File: src/rtl/spi_slv_pkg.sv
package spi_slv_pkg;

    localparam logic [7:0] OP_ACTIVATE = 8'hB0;
    localparam logic [7:0] OP_SD_READ  = 8'hA6;
    localparam logic [7:0] OP_SD_STAT  = 8'hF5;
    localparam logic [7:0] OP_REG_STAT = 8'hAD;

    typedef struct packed {
        logic [2:0] spare;
        logic       dismiss;
        logic       busy;
        logic       valid;
        logic       fail;
        logic       error;
    } stat_t;

    typedef enum logic [1:0] {
        M_HEAD = 2'd0,
        M_SEND = 2'd1,
        M_ACT  = 2'd2,
        M_PASS = 2'd3
    } mode_e;

    // pair for one slave: {register enable, data enable}
    function automatic logic [1:0] pick_pair(input logic [7:0] vec, input int idx);
        return vec[2*idx +: 2];
    endfunction

endpackage

File: src/rtl/spi_slv_front.sv
module spi_slv_front #(
    parameter int CNT_W = 6
) (
    input  logic             clk,
    input  logic             rst,
    input  logic             ncs,
    input  logic             sclk,
    input  logic             mosi,
    output logic             rise,
    output logic             fall,
    output logic [CNT_W-1:0] cnt,
    output logic             rx_bit,
    output logic [7:0]       byte_now
);
    localparam logic [CNT_W-1:0] CNT_MAX = {CNT_W{1'b1}};

    logic             sclk_q;
    logic [6:0]       rx_sr;
    logic [CNT_W-1:0] cnt_q;

    assign rise     = !ncs && sclk && !sclk_q;
    assign fall     = !ncs && !sclk && sclk_q;
    assign cnt      = cnt_q;
    assign byte_now = {rx_sr, mosi};

    always_ff @(posedge clk) begin
        if (rst) begin
            sclk_q <= 1'b0;
            rx_sr  <= '0;
            cnt_q  <= '0;
            rx_bit <= 1'b0;
        end else begin
            sclk_q <= sclk;
            if (ncs) begin
                rx_sr  <= '0;
                cnt_q  <= '0;
                rx_bit <= 1'b0;
            end else if (rise) begin
                rx_sr  <= {rx_sr[5:0], mosi};
                rx_bit <= mosi;
                if (cnt_q != CNT_MAX) cnt_q <= cnt_q + 1'b1;
            end
        end
    end

    // deselect clears the count
    a_r12_cnt_clear: assert property (@(posedge clk) disable iff (rst)
        ncs |=> cnt_q == '0);

endmodule

File: src/rtl/spi_slv_ctrl.sv
module spi_slv_ctrl
    import spi_slv_pkg::*;
#(
    parameter int SD_BITS   = 24,
    parameter int SLAVE_IDX = 1,
    parameter int CNT_W     = 6
) (
    input  logic               clk,
    input  logic               rst,
    input  logic               ncs,
    input  logic               rise,
    input  logic [CNT_W-1:0]   cnt,
    input  logic [7:0]         byte_now,
    input  logic [SD_BITS-1:0] sd_data,
    input  logic               sd_valid,
    output mode_e              mode,
    output logic               load,
    output logic [SD_BITS-1:0] pay,
    output logic [CNT_W-1:0]   pay_len,
    output stat_t              stat,
    output logic               reg_en,
    output logic               data_en
);
    localparam logic [CNT_W-1:0] AT_FIRST = CNT_W'(0);
    localparam logic [CNT_W-1:0] AT_OP    = CNT_W'(7);
    localparam logic [CNT_W-1:0] AT_VEC   = CNT_W'(15);

    stat_t              stat_q, stat_nx;
    mode_e              mode_q, mode_nx;
    logic [SD_BITS-1:0] snap;
    logic               snap_ok;
    logic               act_fire;

    assign load     = rise && (cnt == AT_OP);
    assign act_fire = rise && (cnt == AT_VEC) && (mode_q == M_ACT);
    assign mode     = mode_q;
    assign stat     = stat_q;

    always_comb begin
        stat_nx = stat_q;
        mode_nx = M_PASS;
        pay_len = '0;
        pay     = '0;
        unique case (byte_now)
            OP_ACTIVATE: mode_nx = M_ACT;
            OP_SD_READ: begin
                if (data_en) begin
                    mode_nx       = M_SEND;
                    pay_len       = CNT_W'(SD_BITS);
                    pay           = snap_ok ? snap : '0;
                    stat_nx.error = !snap_ok;
                    stat_nx.fail  = !snap_ok;
                    stat_nx.valid = snap_ok;
                end else begin
                    stat_nx.error = 1'b1;
                end
            end
            OP_SD_STAT: begin
                if (data_en) begin
                    mode_nx       = M_SEND;
                    pay_len       = CNT_W'(8);
                    stat_nx.error = 1'b0;
                    stat_nx.busy  = !sd_valid;
                end else begin
                    stat_nx.error = 1'b1;
                end
            end
            OP_REG_STAT: begin
                if (reg_en) begin
                    mode_nx       = M_SEND;
                    pay_len       = CNT_W'(8);
                    stat_nx.error = 1'b0;
                end else begin
                    stat_nx.error = 1'b1;
                end
            end
            default: stat_nx.error = 1'b1;
        endcase
        if (snap_ok && byte_now != OP_ACTIVATE && byte_now != OP_SD_READ)
            stat_nx.dismiss = 1'b1;
        stat_nx.spare = '0;
        if (mode_nx == M_SEND && byte_now != OP_SD_READ)
            pay = SD_BITS'(stat_nx) << (SD_BITS - 8);
    end

    always_ff @(posedge clk) begin
        if (rst) begin
            stat_q  <= '0;
            mode_q  <= M_HEAD;
            snap    <= '0;
            snap_ok <= 1'b0;
            reg_en  <= 1'b1;
            data_en <= 1'b1;
        end else if (ncs) begin
            mode_q <= M_HEAD;
        end else if (rise) begin
            if (cnt == AT_FIRST) begin
                snap    <= sd_data;
                snap_ok <= sd_valid;
            end
            if (load) begin
                stat_q <= stat_nx;
                mode_q <= mode_nx;
            end
            if (act_fire) begin
                {reg_en, data_en} <= pick_pair(byte_now, SLAVE_IDX);
                stat_q.fail    <= 1'b0;
                stat_q.valid   <= 1'b0;
                stat_q.busy    <= 1'b0;
                stat_q.dismiss <= 1'b0;
            end
        end
    end

    // enables move only on a completed activation byte
    a_r2_pair_hold: assert property (@(posedge clk) disable iff (rst)
        !act_fire |=> $stable({reg_en, data_en}));
    // activation clears the four flags
    a_r3_act_clear: assert property (@(posedge clk) disable iff (rst)
        act_fire |=> !stat_q.fail && !stat_q.valid && !stat_q.busy && !stat_q.dismiss);
    // a refused frame always carries ERROR
    a_r7_pass_err: assert property (@(posedge clk) disable iff (rst)
        mode_q == M_PASS |-> stat_q.error);
    // readout of a bad capture is flagged
    a_r6_bad_flag: assert property (@(posedge clk) disable iff (rst)
        load && byte_now == OP_SD_READ && data_en && !snap_ok |=> stat_q.error && stat_q.fail);

endmodule

File: src/rtl/spi_slv_tx.sv
module spi_slv_tx
    import spi_slv_pkg::*;
#(
    parameter int SD_BITS = 24,
    parameter int CNT_W   = 6
) (
    input  logic               clk,
    input  logic               rst,
    input  logic               ncs,
    input  logic               load,
    input  logic [SD_BITS-1:0] pay,
    input  logic [CNT_W-1:0]   pay_len,
    input  mode_e              mode,
    input  logic               fall,
    input  logic [CNT_W-1:0]   cnt,
    input  logic               rx_bit,
    output logic               miso
);
    localparam logic [CNT_W-1:0] HDR = CNT_W'(8);

    logic [SD_BITS-1:0] tx_sr;
    logic [CNT_W-1:0]   len_q;
    logic               miso_q;
    logic               sending;

    assign sending = (mode == M_SEND) && (cnt > HDR) && (cnt <= HDR + len_q);
    assign miso    = ncs ? 1'b0 : miso_q;

    always_ff @(posedge clk) begin
        if (rst || ncs) begin
            tx_sr  <= '0;
            len_q  <= '0;
            miso_q <= 1'b0;
        end else begin
            if (load) begin
                tx_sr <= pay;
                len_q <= pay_len;
            end
            if (fall) begin
                if (sending) begin
                    miso_q <= tx_sr[SD_BITS-1];
                    tx_sr  <= tx_sr << 1;
                end else begin
                    miso_q <= rx_bit;
                end
            end
        end
    end

    // outside a payload the line forwards the last received bit
    a_r11_forward: assert property (@(posedge clk) disable iff (rst)
        fall && mode != M_SEND |=> miso == $past(rx_bit));

endmodule

File: src/rtl/daisy_spi_slave.sv
module daisy_spi_slave
    import spi_slv_pkg::*;
#(
    parameter int SD_BYTES  = 3,
    parameter int SLAVE_IDX = 1
) (
    input  logic                  clk,
    input  logic                  rst,
    input  logic                  ncs,
    input  logic                  sclk,
    input  logic                  mosi,
    output logic                  miso,
    input  logic [8*SD_BYTES-1:0] sd_data,
    input  logic                  sd_valid,
    output logic                  reg_active,
    output logic                  data_active,
    output logic [7:0]            status
);
    localparam int SD_BITS = 8 * SD_BYTES;
    localparam int CNT_W   = $clog2(SD_BITS + 24) + 1;

    logic               rise, fall, rx_bit, load;
    logic [CNT_W-1:0]   cnt, pay_len;
    logic [7:0]         byte_now;
    logic [SD_BITS-1:0] pay;
    mode_e              mode;
    stat_t              stat;

    spi_slv_front #(.CNT_W(CNT_W)) u_front (
        .clk(clk), .rst(rst), .ncs(ncs), .sclk(sclk), .mosi(mosi),
        .rise(rise), .fall(fall), .cnt(cnt), .rx_bit(rx_bit), .byte_now(byte_now)
    );

    spi_slv_ctrl #(.SD_BITS(SD_BITS), .SLAVE_IDX(SLAVE_IDX), .CNT_W(CNT_W)) u_ctrl (
        .clk(clk), .rst(rst), .ncs(ncs), .rise(rise), .cnt(cnt), .byte_now(byte_now),
        .sd_data(sd_data), .sd_valid(sd_valid), .mode(mode), .load(load), .pay(pay),
        .pay_len(pay_len), .stat(stat), .reg_en(reg_active), .data_en(data_active)
    );

    spi_slv_tx #(.SD_BITS(SD_BITS), .CNT_W(CNT_W)) u_tx (
        .clk(clk), .rst(rst), .ncs(ncs), .load(load), .pay(pay), .pay_len(pay_len),
        .mode(mode), .fall(fall), .cnt(cnt), .rx_bit(rx_bit), .miso(miso)
    );

    assign status = stat;

    // reset state of the enables and flags
    a_r1_reset_state: assert property (@(posedge clk)
        $past(rst) |-> reg_active && data_active && status == 8'h00);

endmodule

File: config.mk
export PLATFORM = sky130hd
export DESIGN_NAME = daisy_spi_slave
export DESIGN_NICKNAME = d
export VERILOG_FILES = /design/src/rtl/spi_slv_pkg.sv /design/src/rtl/spi_slv_front.sv /design/src/rtl/spi_slv_ctrl.sv /design/src/rtl/spi_slv_tx.sv /design/src/rtl/daisy_spi_slave.sv
export SDC_FILE = /design/constraint.sdc
export NUM_CORES = 1
export LEC_CHECK = 0
export CORE_ASPECT_RATIO = 0.5
export CORE_MARGIN = 3
export CORE_UTILIZATION = 60
export DETAILED_ROUTE_END_ITERATION = 12
export PLACE_DENSITY = 0.93
export REMOVE_ABC_BUFFERS = 1
export SYNTH_ARGS = -nofsm -noshare
export SYNTH_HDL_FRONTEND = slang
export SYNTH_SLANG_ARGS = --single-unit
export TNS_END_PERCENT = 50
File: constraint.sdc
create_clock -name clk -period 6.8 [get_ports clk]
set_input_delay 0.68 -clock clk [delete_from_list [all_inputs] [get_ports clk]]
set_output_delay 0.68 -clock clk [all_outputs]
set_load 0.005 [all_outputs]
== Word-level counts from Yosys, hierarchy flattened ==
Index checks and enable logic that the tools add are counted.
Storage, ports and cells
  bits in registers: 82
  output and inout port bits: 11
  logic and storage cells: 89
Operators by class
  add/subtract/negate cells: 2
  $lt $le $gt $ge: 2
  equality and inequality tests: 12
  muxes and demuxes: 27
  bitwise gates (word level): 1
  reductions and logical operators: 28
Operator list (count)
  two-way mux 24 bit: 7
  == test 8 bit (second input constant): 4
  case mux 7 bit (3 select lines): 1
  != test 8 bit (second input constant): 2
  logical AND 1 bit: 12
  two-way mux 4 bit: 3
  AND reduction 3 bit: 4
  two-way mux 5 bit: 2
  two-way mux 1 bit: 8
  two-way mux 2 bit: 4
  adder 4 x 7 -> 7 bit (first input constant): 1
  adder 7 x 1 -> 7 bit (second input constant): 1
  == test 7 x 3 -> 1 bit (second input constant): 1
  == test 7 x 4 -> 1 bit (second input constant): 1
  greater-than comparator 7 x 4 -> 1 bit (second input constant): 1
  <= comparator 7 bit: 1
  zero test 7 bit: 1
  != test 7 bit (second input constant): 1
  case mux 2 bit (3 select lines): 1
  zero test 1 bit: 5
  == test 2 x 1 -> 1 bit (second input constant): 2
  case mux 1 bit (4 select lines): 1
  AND reduction 2 bit: 2
  OR reduction 2 bit: 2
  other kinds (4): 4

== Logic depth before layout (Yosys ltp) ==
  depth after elaboration: 9
  gate-level depth with buffers: 11

== Hierarchy ==
Synthesis repeated with hierarchy kept, for this count alone.
Second synthesis, totals
  cells, all modules: 479
  area, all modules: 4167.7 µm²
Modules (own cells, without submodules)
  spi_slv_ctrl: instances 1, cells each 231, area each 1779.2 µm²
  spi_slv_tx: instances 1, cells each 173, area each 1761.7 µm²
  spi_slv_front: instances 1, cells each 75, area each 626.9 µm²

== Worst setup path after synthesis ==
OpenSTA, ideal clock, no wires.
  path kind: register to register
  from: register u_tx.len_q[3]
  to: register u_tx.tx_sr[10]
  library setup time: 0.141 ns
  data arrival time: 2.046 ns
  required time: 6.659 ns
  path slack: 4.613 ns
  cell stages (with the launch flop): 11
  path buffers: 1
  clock period less this slack: 2.187 ns
  path through: dfxtp_1 > ha_1 > inv_1 > ha_1 > nand2_1 > or3_1 > a221oi_2 > nand2_1 > clkbuf_1 > nor2_1 > nor3_2
On the way
  cells in the longest elaborated chain, start to end: 5
Ends and longest elaborated chain
  start, declared: line spi_slv_tx.sv:22  | logic [CNT_W-1:0] len_q;
  start signal, assigned: line spi_slv_tx.sv:37  | len_q <= pay_len;
  adder 4 x 7 -> 7 bit: line spi_slv_tx.sv:26  | assign sending = (mode == M_SEND) && (cnt > HDR) && (cnt <= HDR + len_q);
  <= comparator 7 bit: line spi_slv_tx.sv:26
  logical AND 1 bit: line spi_slv_tx.sv:26
  two-way mux 24 bit: line spi_slv_tx.sv:40  | if (sending) begin
  two-way mux 24 bit: line spi_slv_tx.sv:39  | if (fall) begin
  end signal, assigned: line spi_slv_tx.sv:36  | tx_sr <= pay;
  end signal, assigned: line spi_slv_tx.sv:42  | tx_sr <= tx_sr << 1;
  end, declared: line spi_slv_tx.sv:21  | logic [SD_BITS-1:0] tx_sr;
No other way between the ends.
A chain may end at the register's enable or synchronous reset.

== Worst setup path after layout ==
  from: input port sclk
  to: register u_ctrl.stat_q, in the netlist u_ctrl.stat[2]
On the way
  cells in the longest elaborated chain, start to end: 6
  elaborated cells between the ends (all ways): 8
  classes of those cells: mux (1); reduce/logical (7)
Ends and longest elaborated chain
  start, declared: line daisy_spi_slave.sv:10  | input logic sclk,
  logical AND 1 bit (*) (2 in a row): line spi_slv_front.sv:21  | assign rise = !ncs && sclk && !sclk_q;
  logical AND 1 bit (2 in a row): line spi_slv_ctrl.sv:35  | assign act_fire = rise && (cnt == AT_VEC) && (mode_q == M_ACT);
  nonzero test 2 bit (no source line)
  AND reduction 3 bit (no source line)
  end signal, assigned: line spi_slv_ctrl.sv:102  | stat_q <= stat_nx;
  end, declared: line spi_slv_ctrl.sv:28  | stat_t stat_q, stat_nx;
Mark *: on every way between the ends. The rest lies on a longest branch, timed or not.

==> results.json <==
{
  "status": "finished, final reports clean",
  "path_depth": 8,
  "cpMaxStageDelayCell": "or2_2",
  "vias": 3089,
  "holdBufCountCts": 0,
  "hpwl_um": 5300,
  "synth_cell_types": 55,
  "path_cells": "clkdlybuf4s50_1, nand2b_1, nor3b_4, nand3_2, or2_2, inv_1, nand2_1, a21oi_1",
  "dp_slack_ns": 3.64,
  "finClkSkew_ns": 0.00635,
  "power_density_nw_per_um2": 238,
  "hold_viol": 0,
  "final-seq-area_sq_um": 1520,
  "p_switching_w": 0.000207,
  "slew_viol_final": 0,
  "cts_resized": 0,
  "synth_warnings": 0,
  "cp-start-kind": "input pin",
  "required_ns": 7.06,
  "cap_violations": 0,
  "synth_top_family_by_area": "simple AND/OR/NAND/NOR gates",
  "io_buffers": 37,
  "endpoint_kind": "register",
  "drc_errors": 0,
  "p_int_w": 0.000765,
  "layout_setup_ws_ns": 3.90,
  "core_sq_um": 5250,
  "worstPathArrival_ns": 3.16,
  "wl_per_cell_um": 16.5,
  "clkPwrFrac_pct": 47.8,
  "synth_compound_area_share_pct": 17.4,
  "cts_root_buffer": "clkbuf_16",
  "row_count": 18,
  "syn-cell-area_sq_um": 3480,
  "grt_pass1_wl_um": 13600,
  "grt.overflow.total": 0,
  "p_leak_nw": 1.43,
  "die_x_um": 114,
  "clock.fmax_mhz": 345,
  "sw_frac_of_total_pct": 21.3,
  "drive_above_1_share_pct": 11.4,
  "gp_congestion": 0.869,
  "hold_depth": 2,
  "synth_most_common_cell": "nand2_1",
  "report.final.setup_viol": 0,
  "clk_path_buf_depth": 2,
  "clk_pin_slew_ns": 0.06,
  "hold_path.class": "reg -> reg",
  "cts_setup_buffers": 0,
  "grt_start_max_net_pins": 39,
  "ys_top_cells_by_area": "dfxtp_1, nand2_1, a21oi_1",
  "die_h_um": 59.8,
  "area_delta_synth_final_pct": 17.5,
  "fillerInstances": 352,
  "cpPeakStageDelay_ns": 0.54,
  "syn_avg_cell_area_sq_um": 8.48,
  "synthArstFlopShare_pct": 0,
  "gr-usage-all-layers_pct": 25.6,
  "grt_pass1_vias": 3051,
  "antenna_found_initial": 0,
  "ys_top_cells_by_count": "nand2_1, dfxtp_1, a21oi_1",
  "num_antenna_cells": 0,
  "seq_area_frac_synth_pct": 43.8,
  "synth_edf_count": 0,
  "cts_tree": "done",
  "yosys.area.top_type": "dfxtp_1",
  "ir_drop_mv": 0.162,
  "worst_skew_pair.late_latency_ns": 0.33,
  "cts.sinks": 76,
  "reg2reg_depth": 9,
  "worstMarginPinSlew_ns": 0.979,
  "nNetsFinal": 470,
  "yosys.area_share.simple_pct": 28.8,
  "h-tree-depth": 3,
  "start_util_pct": 66.2,
  "comb_power_share_pct": 5.1,
  "fin_hold_ws_ns": 0.451,
  "rsz0062_at_grt": "no",
  "fin_tns_setup_ns": 0,
  "ios": 41,
  "worst-path-max-fanout": 27,
  "numCtsBuffers": 9,
  "min_period_over_period_pct": 42.7,
  "ys_seq_elements": 76,
  "synth_top_area_share_pct": 43.8,
  "crit_family": "simple AND/OR/NAND/NOR gates",
  "final_util_pct": 77.8,
  "firstDrtPassIters": 5,
  "drt_iter0_markers": 242,
  "wl_um": 8370,
  "relSlewSlack_pct": 34.5,
  "crit_buf_inv": 2,
  "synthMuxAreaShare_pct": 0.864,
  "multiInputGateArea_sq_um": 1760,
  "synth_ff_type": "dfxtp_1",
  "synth-adder-area-share_pct": 2.16,
  "die_area_sq_um": 6800,
  "seq_power_share_pct": 47.1,
  "crit_type": "in -> reg",
  "viasPerCell": 6.08,
  "synth_cells": 410,
  "synth_xor_area_share_pct": 1.01,
  "ant_nets": 0,
  "min_period_ns": 2.90
}
==> per-layer routing <==
metal | routed length, um | part of all wire, % | GRT usage [%]
met1 | 3460 | 41 | 28.6
met4 | 204 | 2.4 | 9.08
met2 | 4100 | 49 | 46.6
met3 | 614 | 7.3 | 8.49
met5 | 0 | 0 | 0
==> power by group through the flow <==
stage	Clock [W]	Combinational (W)	Sequential, W
6_report	0.000464	0.0000496	0.000458
5_1_grt	0.000484	0.0000544	0.000458
4_1_cts	0.000465	0.0000494	0.000458
3_5_place_dp	0	0.0000487	0.000468
3_3_place_gp	0	0.0000466	0.000467
2_1_floorplan	0	0.0000215	0.000466
==> registers in the layout, indices dropped and copies added (netlist names) <==
name            flops
u_tx.tx_sr         24
u_front.rx_sr       7
u_ctrl.reg_en       1
u_front.sclk_q      1
u_tx.len_q          2
u_front.cnt         7
u_ctrl.snap        24
u_ctrl.snap_ok      1
u_ctrl.data_en      1
u_ctrl.stat         5
u_tx.miso_q         1
u_ctrl.mode         2
==> final cells by class <==
type | instances | area share [%]
Tap cell | 70 | 2.14
Multi-Input combinational cell | 297 | 43.0
Clock buffer | 10 | 5.85
Timing Repair Buffer | 39 | 9.43
Sequential cell | 76 | 37.2
Inverter | 11 | 1.01
Clock inverter | 5 | 1.29
==> path summary, 6_finish.rpt <==
| kind | start | endpoint | slack (ns) |
|---|---|---|---|
| setup / recovery | sclk | u_ctrl.stat[2]$_SDFFE_PP0P_ | 3.90 |
| hold / removal | u_ctrl.snap[10]$_SDFFE_PP0P_ | u_ctrl.snap[10]$_SDFFE_PP0P_ | 0.45 |
| setup reg to reg | u_tx.len_q[4]$_SDFFE_PP0P_ | u_tx.tx_sr[18]$_SDFF_PP0_ | 3.95 |
| hold reg to reg | u_ctrl.snap[10]$_SDFFE_PP0P_ | u_ctrl.snap[10]$_SDFFE_PP0P_ | 0.45 |
==> through the flow <==
step / total power (W) / cell area, sq um / cells
floorplan: 0.000487 / 3320 / 384
global placement: 0.000514 / 3790 / 493
detailed placement: 0.000516 / 3790 / 493
CTS: 0.000972 / 4090 / 508
global route: 0.000997 / 4090 / 508
finish: 0.000972 / 4090 / 508
==> cell families (layout without fill, tap and decap cells) <==
group                    after synthesis  in the layout
adder cells (fa/ha/maj)                6              6
buffers and inverters                 39             65
other                                  1              3
XOR/XNOR                               4              4
multiplexers                           3              3
AO/OA/AOI/OAI                         90             90
AND/OR/NAND/NOR                      191            191
flip-flops                            76             76
==> placed cells by master, fill, tap and decap left out, types with 2 or more instances in the layout <==
| cell type | instances |
|---|---|
| a211o_1 | 2 |
| a21oi_1 | 46 |
| a221oi_1 | 18 |
| a221oi_2 | 3 |
| a31oi_1 | 5 |
| and2_1 | 2 |
| and3_1 | 4 |
| buf_4 | 2 |
| clkbuf_16 | 9 |
| clkdlybuf4s50_1 | 37 |
| clkinv_2 | 3 |
| conb_1 | 3 |
| dfxtp_1 | 76 |
| ha_1 | 6 |
| inv_1 | 11 |
| mux2i_1 | 3 |
| nand2_1 | 84 |
| nand2b_1 | 3 |
| nand3_1 | 9 |
| nand4_1 | 2 |
| nor2_1 | 42 |
| nor2b_1 | 4 |
| nor3_1 | 4 |
| nor3_2 | 18 |
| nor3b_4 | 2 |
| nor4_1 | 2 |
| o21ai_0 | 6 |
| or2_2 | 2 |
| xnor2_1 | 3 |
==> worst register-to-register path, stage by stage, from the launching register on <==
cell and delay (ns):
dfxtp_1 0.34, ha_1 0.28, inv_1 0.04, ha_1 0.27
nand2_1 0.06, or3_1 0.32, a221oi_2 0.34, and2_1 0.75
or4_1 0.24, a21oi_1 0.06
Note: power is estimated with default switching activity, not from simulation.
